## config.mk

```make
export PLATFORM = sky130hd
export DESIGN_NAME = irq_sysctl
export DESIGN_NICKNAME = d
export VERILOG_FILES = /design/src/rtl/irq_sysctl_pkg.sv /design/src/rtl/irq_prio_enc.sv /design/src/rtl/irq_ret_tracker.sv /design/src/rtl/irq_sysctl.sv
export SDC_FILE = /design/constraint.sdc
export NUM_CORES = 1
export LEC_CHECK = 0
export CORE_MARGIN = 2
export CORE_UTILIZATION = 25
export CTS_CLUSTER_DIAMETER = 50
export DETAILED_ROUTE_END_ITERATION = 10
export HOLD_SLACK_MARGIN = 0.08
export MAX_ROUTING_LAYER = met4
export PLACE_DENSITY = 0.42
export SLEW_MARGIN = 25
export SYNTH_ARGS = -nofsm -noshare
export SYNTH_HDL_FRONTEND = slang
export SYNTH_SLANG_ARGS = --single-unit
```

## constraint.sdc

```tcl
create_clock -name clk -period 3 [get_ports clk]
set_input_delay 0.45 -clock clk [delete_from_list [all_inputs] [get_ports clk]]
set_output_delay 0.45 -clock clk [all_outputs]
set_load 0.005 [all_outputs]
```

## src/rtl/irq_sysctl_pkg.sv

```systemverilog
package irq_sysctl_pkg;
  localparam int SEL_W   = 4;
  localparam int CAUSE_W = 4;
  localparam logic [CAUSE_W-1:0] CAUSE_NONE = 4'hF;
  localparam int PCS_IE  = 0;
  localparam int PCS_OIE = 1;

  typedef enum logic [SEL_W-1:0] {
    SR_PCS     = 4'd0,
    SR_HANDLER = 4'd1,
    SR_RETADDR = 4'd2,
    SR_CAUSE   = 4'd3
  } sreg_e;
endpackage

```

## src/rtl/irq_prio_enc.sv

```systemverilog
module irq_prio_enc
  import irq_sysctl_pkg::*;
#(
  parameter int NSRC = 3
) (
  input  logic [NSRC-1:0]    req,
  output logic               any,
  output logic [CAUSE_W-1:0] code
);
  // chain[i] holds the winning code among sources i..NSRC-1
  logic [CAUSE_W-1:0] chain [NSRC+1];
  assign chain[NSRC] = CAUSE_NONE;

  for (genvar i = NSRC - 1; i >= 0; i--) begin : g_stage
    assign chain[i] = req[i] ? CAUSE_W'(i + 1) : chain[i+1];
  end

  assign code = chain[0];
  assign any  = |req;
endmodule

```

## src/rtl/irq_ret_tracker.sv

```systemverilog
module irq_ret_tracker #(
  parameter int DW = 32,
  parameter logic [DW-1:0] RESET_PC = '0
) (
  input  logic          clk,
  input  logic          rst,
  input  logic          slot_valid,
  input  logic [DW-1:0] slot_next_pc,
  output logic [DW-1:0] ret_pc
);
  logic [DW-1:0] last_pc;

  always_ff @(posedge clk) begin
    if (rst)             last_pc <= RESET_PC;
    else if (slot_valid) last_pc <= slot_next_pc;
  end

  assign ret_pc = slot_valid ? slot_next_pc : last_pc;

  a_r6_track_valid_pc: assert property (@(posedge clk) disable iff (rst)
    slot_valid |=> last_pc == $past(slot_next_pc));
  a_r6_hold_on_bubble: assert property (@(posedge clk) disable iff (rst)
    !slot_valid |=> $stable(last_pc));
endmodule

```

## src/rtl/irq_sysctl.sv

```systemverilog
module irq_sysctl
  import irq_sysctl_pkg::*;
#(
  parameter int DW   = 32,
  parameter int NSRC = 3,
  parameter logic [DW-1:0] RESET_PC = 32'h40
) (
  input  logic             clk,
  input  logic             rst,
  input  logic [NSRC-1:0]  dev_irq,
  input  logic             slot_valid,
  input  logic [DW-1:0]    slot_next_pc,
  input  logic             rsr_en,
  input  logic             wsr_en,
  input  logic             reti_en,
  input  logic [SEL_W-1:0] sreg_sel,
  input  logic [DW-1:0]    wsr_data,
  output logic [DW-1:0]    rsr_data,
  output logic             redirect_valid,
  output logic [DW-1:0]    redirect_pc
);
  logic               ie, oie;
  logic [DW-1:0]      iha, ira;
  logic [CAUSE_W-1:0] idn;
  logic               any_req;
  logic [CAUSE_W-1:0] cause;
  logic [DW-1:0]      ret_pc;
  logic               take;
  logic [DW-1:0]      rd_val;

  irq_prio_enc #(.NSRC(NSRC)) u_enc (
    .req (dev_irq),
    .any (any_req),
    .code(cause)
  );

  irq_ret_tracker #(.DW(DW), .RESET_PC(RESET_PC)) u_trk (
    .clk         (clk),
    .rst         (rst),
    .slot_valid  (slot_valid),
    .slot_next_pc(slot_next_pc),
    .ret_pc      (ret_pc)
  );

  // System ops in flight defer entry; a level request is retried next cycle.
  assign take = ie && any_req && !wsr_en && !reti_en;

  always_comb begin
    rd_val = '0;
    case (sreg_sel)
      SR_PCS:     begin rd_val[PCS_IE] = ie; rd_val[PCS_OIE] = oie; end
      SR_HANDLER: rd_val = iha;
      SR_RETADDR: rd_val = ira;
      SR_CAUSE:   rd_val = DW'(idn);
      default:    rd_val = '0;
    endcase
  end

  always_ff @(posedge clk) begin
    if (rst) begin
      ie             <= 1'b0;
      oie            <= 1'b0;
      iha            <= '0;
      ira            <= '0;
      idn            <= CAUSE_NONE;
      rsr_data       <= '0;
      redirect_valid <= 1'b0;
      redirect_pc    <= '0;
    end else begin
      redirect_valid <= take || reti_en;
      redirect_pc    <= take ? iha : ira;
      rsr_data       <= rsr_en ? rd_val : '0;
      if (take) begin
        oie <= ie;
        ie  <= 1'b0;
        ira <= ret_pc;
        idn <= cause;
      end else if (reti_en) begin
        ie <= oie;
      end else if (wsr_en) begin
        case (sreg_sel)
          SR_PCS:     begin ie <= wsr_data[PCS_IE]; oie <= wsr_data[PCS_OIE]; end
          SR_HANDLER: iha <= wsr_data;
          SR_RETADDR: ira <= wsr_data;
          SR_CAUSE:   idn <= wsr_data[CAUSE_W-1:0];
          default:    ;
        endcase
      end
    end
  end

  // Assertion-side copy of the requests for checking the winner.
  logic [NSRC-1:0] dev_prev;
  always_ff @(posedge clk) dev_prev <= dev_irq;

  function automatic logic winner_ok(logic [NSRC-1:0] d, logic [CAUSE_W-1:0] c);
    for (int i = 0; i < NSRC; i++) begin
      if (d[i]) return int'(c) == i + 1;
    end
    return 1'b0;
  endfunction

  a_r4_entry_saves_ie: assert property (@(posedge clk) disable iff (rst)
    take |=> !ie && oie);
  a_r5_lowest_wins: assert property (@(posedge clk) disable iff (rst)
    take |=> winner_ok(dev_prev, idn));
  a_r7_redirect_handler: assert property (@(posedge clk) disable iff (rst)
    take |=> redirect_valid && redirect_pc == $past(iha));
  a_r8_return_restores: assert property (@(posedge clk) disable iff (rst)
    reti_en |=> ie == $past(oie) && oie == $past(oie) && redirect_pc == $past(ira));
  a_r9_no_entry_when_off: assert property (@(posedge clk) disable iff (rst)
    (!ie && !reti_en) |=> !redirect_valid);
endmodule

```

Word-level counts from Yosys, hierarchy flattened
Index checks and enable logic that the tools add are counted.
{ "op_classes": {"muxes": 22, "n_eq_ne": 4, "bitwise": 3, "reduce_logical": 21} }
{ "op_table": {"columns": ["operator", "count"], "rows": [
  ["$mux W32", 6],
  ["$pmux W30 S3", 1],
  ["$mux W4", 7],
  ["$reduce_bool A2 Y1", 6],
  ["$reduce_and A3 Y1", 3],
  ["$eq A4 B2 Y1 const B", 2],
  ["$pmux W2 S4", 1],
  ["$mux W1", 7],
  ["$eq A4 B1 Y1 const B", 1],
  ["$logic_not A4 Y1", 1],
  ["$reduce_and A4 Y1", 1],
  ["$reduce_or A2 Y1", 2],
  ["$logic_and A1 B1 Y1", 3],
  ["$not A1 Y1", 3],
  ["$reduce_or A3 Y1", 1],
  ["$logic_not A1 Y1", 2],
  ["$ne A2 B1 Y1 const B", 1],
  ["$reduce_and A2 Y1", 1],
  ["$logic_or A1 B1 Y1", 1]
]} }
{ "word_totals": {"input_bits": 77, "output_inout_bits": 65, "ff_bits": 167, "wordCells": 59} }

Longest topological paths before layout
Gate-level depths: netlist of run 1.
{ "depth": {"word_depth": 6, "ltp_mapped": 7, "depth_no_buf": 4} }

By module
Synthesis of run 1 repeated with hierarchy kept, for this count alone.
{ "hier_totals": {"cells_unflattened": 731, "area_unflattened_um2": 6665.1} }
{ "by_module_without_submodules": {"columns": ["mod", "area_per_inst_um2", "cells_per_inst", "instances", "seq_area_each_um2"], "rows": [
  ["irq_sysctl", 5266.3, 623, 1, 2702.6],
  ["irq_ret_tracker", 1370.1, 103, 1, 640.6],
  ["irq_prio_enc", 28.8, 5, 1, 0.0]
]} }

Least setup slack after synthesis of run 1
Ideal clock, no wire load.
{ "synth_path": {"path_kind": "input -> register", "from": "input rst", "to": "register rsr_data[10]", "setup_slack_ns": 1.319, "t_arrival_ns": 1.615, "stages": 5, "path_buffers": 2, "setup_ns": 0.065, "t_required_ns": 2.935, "cell_sequence": "buf_2 > or4b_1 > o21bai_1 > clkbuf_1 > nor2_1"} }
{ "synth_between": {"elab_chain_cells": 1} }
{ "synth_rtl": {"columns": ["item", "line_no", "source"], "rows": [
  ["start, declared", "irq_sysctl.sv:9", "input logic rst,"],
  ["$reduce_or A2 Y1 (no source line)", null, null],
  ["end signal, assigned", "irq_sysctl.sv:72", "rsr_data <= rsr_en ? rd_val : '0;"],
  ["end, declared", "irq_sysctl.sv:18", "output logic [DW-1:0] rsr_data,"]
]} }
Every way passes these cells.
A chain may end at the register's enable or synchronous reset.

Worst setup path after layout of run 1
{ "layout_path": {"from": "input wsr_en", "to": "register ira[29]"} }
{ "layout_between": {"elab_chain_cells": 5, "elab_cells_between_ends": 8, "classes_between": "eq/ne (1); mux (1); reduce/logical (6)"} }
{ "layout_rtl": {"columns": ["item", "line_no", "source"], "rows": [
  ["start, declared", "irq_sysctl.sv:14", "input logic wsr_en,"],
  ["$logic_not A1 Y1", "irq_sysctl.sv:46", "assign take = ie && any_req && !wsr_en && !reti_en;"],
  ["$logic_and A1 B1 Y1 (2 in a row)", "irq_sysctl.sv:46", null],
  ["$ne A2 B1 Y1 (no source line) / $reduce_bool A2 Y1 (equally long branches)", null, null],
  ["$reduce_and A3 Y1 (no source line)", null, null],
  ["end signal, assigned", "irq_sysctl.sv:76", "ira <= ret_pc;"],
  ["end signal, assigned", "irq_sysctl.sv:84", "SR_RETADDR: ira <= wsr_data;"],
  ["end, declared", "irq_sysctl.sv:23", "logic [DW-1:0] iha, ira;"]
]} }
Several ways; a longest one is shown, not always the timed one.

==> results of run 1 <==
-- worst reg2reg max path, cell delays in order, from the launching register on --
cell and delay, ns:
dfxtp_1 0.39, and3b_4 0.26, buf_4 0.61, nor2_1 0.18, a2bb2oi_1 0.18
-- worst paths after layout --
path / start / cells past startpoint / end / slack [ns]
hold / removal: iha[28]$_SDFFE_PP0P_ / 2 / redirect_pc[28]$_SDFF_PP0_ / 0.47
setup reg to reg: ie$_SDFFE_PP0P_ / 4 / ira[31]$_SDFFE_PP0P_ / 1.26
hold reg to reg: iha[28]$_SDFFE_PP0P_ / 2 / redirect_pc[28]$_SDFF_PP0_ / 0.47
setup / recovery: wsr_en / 5 / ira[29]$_SDFFE_PP0P_ / 0.84
-- power groups by stage --
stage	Combinational (mW)	Sequential [mW]	Clock (mW)
global placement	0.377	2.34	0
detailed placement	0.381	2.35	0
floorplan	0.181	2.34	0
global route	0.409	2.30	2.38
CTS	0.383	2.30	2.28
finish	0.378	2.30	2.23
-- kinds of logic after synthesis --
family | share of synthesized area
muxes | 0.05697
buffers and inverters | 0.04600
AOI/OAI and AO/OA | 0.2152
and+or+nand+nor | 0.1676
DFF | 0.5142
-- cell usage after synthesis (all sizes together) --
cell type  number  area share
a211o           1      0.0013
or4b            1      0.0015
a2bb2oi         2      0.0027
a22oi          28       0.032
mux2i          37       0.057
nor4            1     0.00096
and3           32       0.031
a21boi          1      0.0012
o21bai          4      0.0046
a21oi          67       0.052
nand2b          1     0.00096
nor4b           2      0.0073
nor2b           1     0.00096
a211oi         61        0.11
a222oi          4      0.0062
and4bb          1      0.0019
and3b           1      0.0013
inv             1     0.00058
buf            27       0.027
dfxtp         167        0.51
nor2           65       0.038
nor3b           2      0.0023
nand2         135       0.079
a2111oi         1      0.0015
a21o            1      0.0012
nand3b          1      0.0012
clkbuf         32       0.018
and2            1     0.00096
a311oi          1      0.0013
nor3            1     0.00077
-- registers in the layout, summed over array words and instances, names as in the netlist --
| register | cells |
|---|---|
| redirect_pc | 32 |
| u_trk.last_pc | 32 |
| idn | 4 |
| ie | 1 |
| redirect_valid | 1 |
| oie | 1 |
| iha | 32 |
| ira | 32 |
| rsr_data | 32 |
-- metrics by stage --
stage	std cells	hold slack, ns	cell area [µm²]	setup slack [ns]
floorplan	680	0.4355	6501	1.319
global placement	1110	0.4568	8203	0.4466
detailed placement	1110	0.4631	8203	0.3960
CTS	1142	0.4718	8802	0.8298
global route	1142	0.4885	8802	0.7209
finish	1142	0.4668	8802	0.8376
-- final cells by class --
| class | count | area share |
|---|---|---|
| tap | 335 | 0.04762 |
| clock inverter | 12 | 0.01620 |
| timing repair buffer | 154 | 0.1763 |
| multi-input combinational | 453 | 0.3278 |
| clock buffer | 20 | 0.05188 |
| sequential | 167 | 0.3798 |
| inverter | 1 | 0.0004264 |
-- layer usage --
| metal | vias to the layer above | share of wire | global-route usage |
|---|---|---|---|
| met5 | - | 0 | - |
| met4 | 0 | 0.015 | 0.04704 |
| met3 | 23 | 0.043 | 0.03247 |
| met2 | 148 | 0.47 | 0.2405 |
| met1 | 2480 | 0.47 | 0.1905 |
| li1 | 2592 | - | - |
==> results by group, run 1 <==
Run status
  – Status: finished clean

Die
  – Initial core utilization: 0.2523
  – # rows: just under 60
  – Die X: 165.3 µm
  – IO Count: 142
  – Core Box Area: roughly 26000 µm²
  – Die area: between 20000 and 30000 µm²
  – Die Height: 165.3 µm

Synthesis
  – Post-Syn Instances: 680
  – Synth cell types: 34
  – YS warnings: 0
  – Post-synthesis net count: 757
  – Number of synthesized register bits: 167
  – Sequential area share after synthesis: 0.5142
  – Syn_area_per_cell: 9.561 µm²
  – Mapped Area: 6501 µm²

Timing
  – Worst slew margin: 0.3643
  – Tmin final: 2.162 ns
  – RSZ-0062 raised after global routing: no
  – Worst-Margin Slew: 0.9510 ns
  – Final Hold Vio Count: 0
  – Final Cycle Share: 0.7208
  – Setup-failing EPs final: 0
  – Final setup TNS: 0 ns
  – Fmax: ~460 MHz
  – Pins Over Slew Limit: 0
  – Clock Skew: between 0.007 and 0.008 ns

Detailed routing
  – Wire per inst: about 17 µm
  – Via count: 5243
  – Vias per cell: 4.591
  – Antenna Violating Nets Remaining: 0
  – Initial DRT Pass Iterations: 6
  – Final WL: about 20 mm
  – Initial DRC count: 336
  – DRC viols: 0

Layout
  – Register area: between 3000 and 4000 µm²
  – Commonest non-fill, non-tap cells in the layout: 167 x dfxtp_1, 139 x clkdlybuf4s50_1, 133 x nand2_1, 67 x a21oi_1, 65 x nor2_1
  – Antenna diode count: 0
  – Multi-input gate area: about 2900 µm²
  – Commonest non-fill, non-tap cell in the layout: dfxtp_1
  – Layout Area Growth over Synthesis: 35.39%
  – Filler cells: 2589
  – Share of post-route cells with drive strength above 1: 0.1338
  – Finished Core Util: 0.3417
  – # nets final: 871

Worst setup path
  – CP bufs+invs: 1
  – CP cell instances: clkdlybuf4s50_1, nor2b_4, nand2_4, a211oi_2, a211oi_2
  – Max FO, Critical Path: 32
  – Crit-path most repeated cell: a211oi_2
  – Critical-path top delay cell: clkdlybuf4s50_1
  – Critical Path Sink Type: flip-flop
  – Crit-path max cell delay: 0.55 ns
  – Worst Path Arrival: 2.42 ns
  – Worst setup SP type: input pin
  – Worst path required time: 3.26 ns
  – Worst path top cell family by delay: simple AND/OR/NAND/NOR gates
  – Kind of critical path: input pin to flip-flop

CTS
  – Clock latency on the worst-skew pair: 0.42 ns
  – Postcts setup bufs: 0
  – TritonCTS clock tree: done
  – CTS buffer count: 17
  – Post-CTS sizing: 0
  – Clk buf depth: 2
  – Cts hold-fix bufs: 0
  – Root buffer cell: clkbuf_16
  – Clock sink count: 167
  – Clock slew at reported path FFs: 0.06 ns
  – # H-tree levels: 4

Placement
  – GP Congestion: between 0.7 and 0.8
  – IO buf count: 141
  – DP HPWL: ~13 mm

GRT
  – Gr usage total: 0.1505
  – Total grt overflow: 0
  – Pin count of the biggest net entering global routing: 135
  – Antenna violations before repair: 0
  – Vias in the first global route: 5374
  – First-pass GRT wire length: 30.32 mm

Pwr
  – Switch share: 0.2379
  – Internal: between 3 and 4 mW
  – Combinational power share: 0.077
  – PD cells: approximately 560 nW/µm²
  – Leak Pwr: 3.081 nW
  – Flop pwr share: 0.468
  – Switching Power: 1.167 mW
  – Total power: 4.904 mW
  – Peak VDD IR: 243.4 µV
  – Clock network power share: 0.455

Flow run
  – # Max-Cap Violations: 0

Hold path
  – Worst hold path type: flip-flop to flip-flop
(Power assumes the default switching activity.)
==> run 2: changes to the inputs <==
--- a/config.mk
+++ b/config.mk
@@ -11,7 +11,7 @@
 export DETAILED_ROUTE_END_ITERATION = 10
 export HOLD_SLACK_MARGIN = 0.08
 export MAX_ROUTING_LAYER = met4
-export PLACE_DENSITY = 0.42
+export PLACE_DENSITY = 0.44
 export SLEW_MARGIN = 25
 export SYNTH_ARGS = -nofsm -noshare
 export SYNTH_HDL_FRONTEND = slang
==> constraint.sdc (replaced) <==
create_clock -name clk -period 1.83 [get_ports clk]
set_input_delay 0.2745 -clock clk [delete_from_list [all_inputs] [get_ports clk]]
set_output_delay 0.2745 -clock clk [all_outputs]
set_load 0.005 [all_outputs]
==> run 2 against run 1 <==
Net effect: clock-buffer cell count fell by 1; die area did not move; register-to-register slack got worse by 0.80 ns; worst hold slack got worse by 0.11 ns; global-route usage barely moved; clock power rose by 72%; critical endpoint is now rsr_data[15]$_SDFF_PP0_; largest power group is now the clock network.
==> results by group, run 2 (synthesized netlist as in run 1, its figures left out) <==
Timing
  – Fmax: 629.6 MHz
  – Worst slew margin: 0.5289 (+0.1646)
  – Clock Skew: 0.006515 ns (-0.001035 ns)
  – Tmin final: 1.588 ns
  – Final setup TNS: 0 ns (unchanged)
  – Final hold slack: 0.3547 ns (-0.1122 ns)
  – Setup-failing EPs final: 0 (unchanged)
  – RSZ-0062 raised after global routing: no
  – Pins Over Slew Limit: 0 (unchanged)
  – Setup WS post-layout: 0.2418 ns (-0.5958 ns)
  – Worst-Margin Slew: 0.7067 ns (-0.2443 ns)
  – Final Cycle Share: 0.8679
  – Final Hold Vio Count: 0 (unchanged)

Worst setup path
  – Worst setup SP type: input pin
  – R2r endpoint: ira[22]$_SDFFE_PP0P_
  – Setup crit end: rsr_data[15]$_SDFF_PP0_
  – Kind of critical path: input pin to flip-flop
  – Max FO, Critical Path: 21 (-34%)
  – R2R cell count: 4 (unchanged)
  – Worst path required time: 2.19 ns (-1.07 ns)
  – Crit Reg-Reg Startpoint: ie$_SDFFE_PP0P_
  – R2R setup slack: 0.46 ns (-0.80 ns)
  – Worst Path Arrival: 1.94 ns (-0.48 ns)
  – Worst setup path start: sreg_sel[2]
  – Critical Path Sink Type: flip-flop

Layout
  – Post-Layout Cell Count: 1183 (+3.6%)
  – Filler cells: 2601 (+0.46%)
  – Commonest non-fill, non-tap cells in the layout: 167 x dfxtp_1, 139 x clkdlybuf4s50_1, 133 x nand2_1, 67 x a21oi_1, 65 x nor2_1
  – Layout Area Growth over Synthesis: 42.57%
  – Fin area: 9269 µm² (+5.3%)
  – Antenna diode count: 0 (unchanged)
  – # nets final: 912 (+4.7%)
  – Share of post-route cells with drive strength above 1: 0.1769 (+0.04306)
  – Commonest non-fill, non-tap cell in the layout: dfxtp_1

Pwr
  – Switch share: 0.2366 (-0.001312)
  – PD cells: 891.0 nW/µm² (+60%)
  – Switching Power: 1.954 mW (+67%)
  – Internal: 6.305 mW (+69%)
  – Leak Pwr: 3.373 nW (+9.5%)
  – Combinational power share: 0.081 (+0.004)
  – Peak VDD IR: 453.9 µV (+87%)
  – Clock network power share: 0.464 (+0.009)
  – Flop pwr share: 0.455 (-0.013)

Placement
  – Placed insts: 1151 (+3.7%)
  – DP HPWL: 13.00 mm (+3.0%)
  – IO buf count: 141 (unchanged)
  – Placed Area: 8648 µm² (+5.4%)
  – Dpl ws: -0.2067 ns (-0.6027 ns)
  – GP Congestion: 0.7197 (-4.5%)

Detailed routing
  – Wire per inst: 16.58 µm (-4.1%)
  – Initial DRC count: 285 (-15%)
  – Antenna Violating Nets Remaining: 0 (unchanged)
  – DRC viols: 0 (unchanged)
  – Via count: 5369 (+2.4%)
  – Initial DRT Pass Iterations: 4 (-2)
  – Final WL: 19.62 mm (-0.71%)
  – Vias per cell: 4.538 (-1.1%)

GRT
  – Vias in the first global route: 5288 (-1.6%)
  – First-pass GRT wire length: 30.21 mm (-0.36%)
  – Pin count of the biggest net entering global routing: 135 (unchanged)
  – Antenna violations before repair: 0 (unchanged)
  – Gr usage total: 0.1501 (-0.0004317)
  – Total grt overflow: 0 (unchanged)

Die
  – Core Box Area: 25760 µm² (unchanged)
  – IO Count: 142 (unchanged)
  – Die Height: 165.3 µm (unchanged)
  – Die area: 27310 µm² (unchanged)
  – # rows: 59 (unchanged)
  – Initial core utilization: 0.2523 (unchanged)
  – Die X: 165.3 µm (unchanged)

CTS
  – Cts hold-fix bufs: 0 (unchanged)
  – Clock slew at reported path FFs: 0.07 ns (about the same)
  – Post-CTS sizing: 0 (unchanged)
  – Clk buf depth: 2 (unchanged)
  – Clock sink count: 167 (unchanged)
  – CTS buffer count: 17 (unchanged)
  – Clock latency on the worst-skew pair: 0.43 ns (about the same)
  – Root buffer cell: clkbuf_16
  – Postcts setup bufs: 0 (unchanged)
  – TritonCTS clock tree: done
  – # H-tree levels: 4 (unchanged)

Hold path
  – Worst hold path type: input pin to flip-flop

Run status
  – Status: finished clean

Flow run
  – # Max-Cap Violations: 0 (unchanged)
==> run 2: cell count changes in the layout (fill, tap and decap cells not counted), sizes merged <==
| cell | delta |
|---|---|
| buf | +41 |
| bufinv | +1 |
| clkbuf | -1 |
| clkinv | +4 |
| clkinvlp | -5 |
| inv | +1 |
==> run 2: worst min path at each step <==
stage                         startpoint                endpoint  slack (ns)  cells past startpoint
floorplan                        reti_en         ie$_SDFFE_PP0P_        0.38                      1
global placement    iha[26]$_SDFFE_PP0P_    iha[26]$_SDFFE_PP0P_        0.46                      2
detailed placement  iha[27]$_SDFFE_PP0P_    iha[27]$_SDFFE_PP0P_        0.46                      2
CTS                                  rst  rsr_data[0]$_SDFF_PP0_        0.35                      4
global route                         rst  rsr_data[0]$_SDFF_PP0_        0.36                      4
finish                               rst  rsr_data[0]$_SDFF_PP0_        0.35                      4
==> run 2: critical path, stage by stage <==
cell             delay, ns
clkdlybuf4s50_1       0.54
or4b_1                0.56
o21bai_4              0.22
buf_12                0.17
nor2_1                0.16
==> run 2: per-layer routing <==
layer	wire [µm]	vias up	global-route usage	share of wire
li1	-	2680	-	-
met1	9665	2543	0.2055	0.49
met2	9003	129	0.2290	0.46
met3	747	17	0.02897	0.038
met4	200	0	0.03518	0.010
met5	0	-	-	0
==> run 2: per-stage QoR <==
stage	power, mW	utilization
after CTS	8.361	0.3598
after detailed placement	4.520	0.3357
after global placement	4.519	0.3357
after floorplan	4.134	-
after global routing	8.546	0.3598
final	8.259	0.3598
==> run 2: power by group through the flow <==
| stage | clock, mW | sequential, mW | combinational (mW) |
|---|---|---|---|
| after global placement | 0 | 3.84 | 0.675 |
| after floorplan | 0 | 3.84 | 0.297 |
| after global routing | 4.06 | 3.77 | 0.721 |
| after CTS | 3.92 | 3.76 | 0.678 |
| final | 3.83 | 3.76 | 0.665 |
| after detailed placement | 0 | 3.84 | 0.675 |
==> run 2: final cells by class <==
type | instances | area, µm² | area share
clock buffer | 19 | 452.9 | 0.04887
clock inverter | 13 | 167.7 | 0.01809
inverter | 1 | 3.754 | 0.0004050
multi-input combinational | 453 | 2885 | 0.3113
sequential | 167 | 3343 | 0.3607
tap | 335 | 419.2 | 0.04522
timing repair buffer | 195 | 1997 | 0.2154
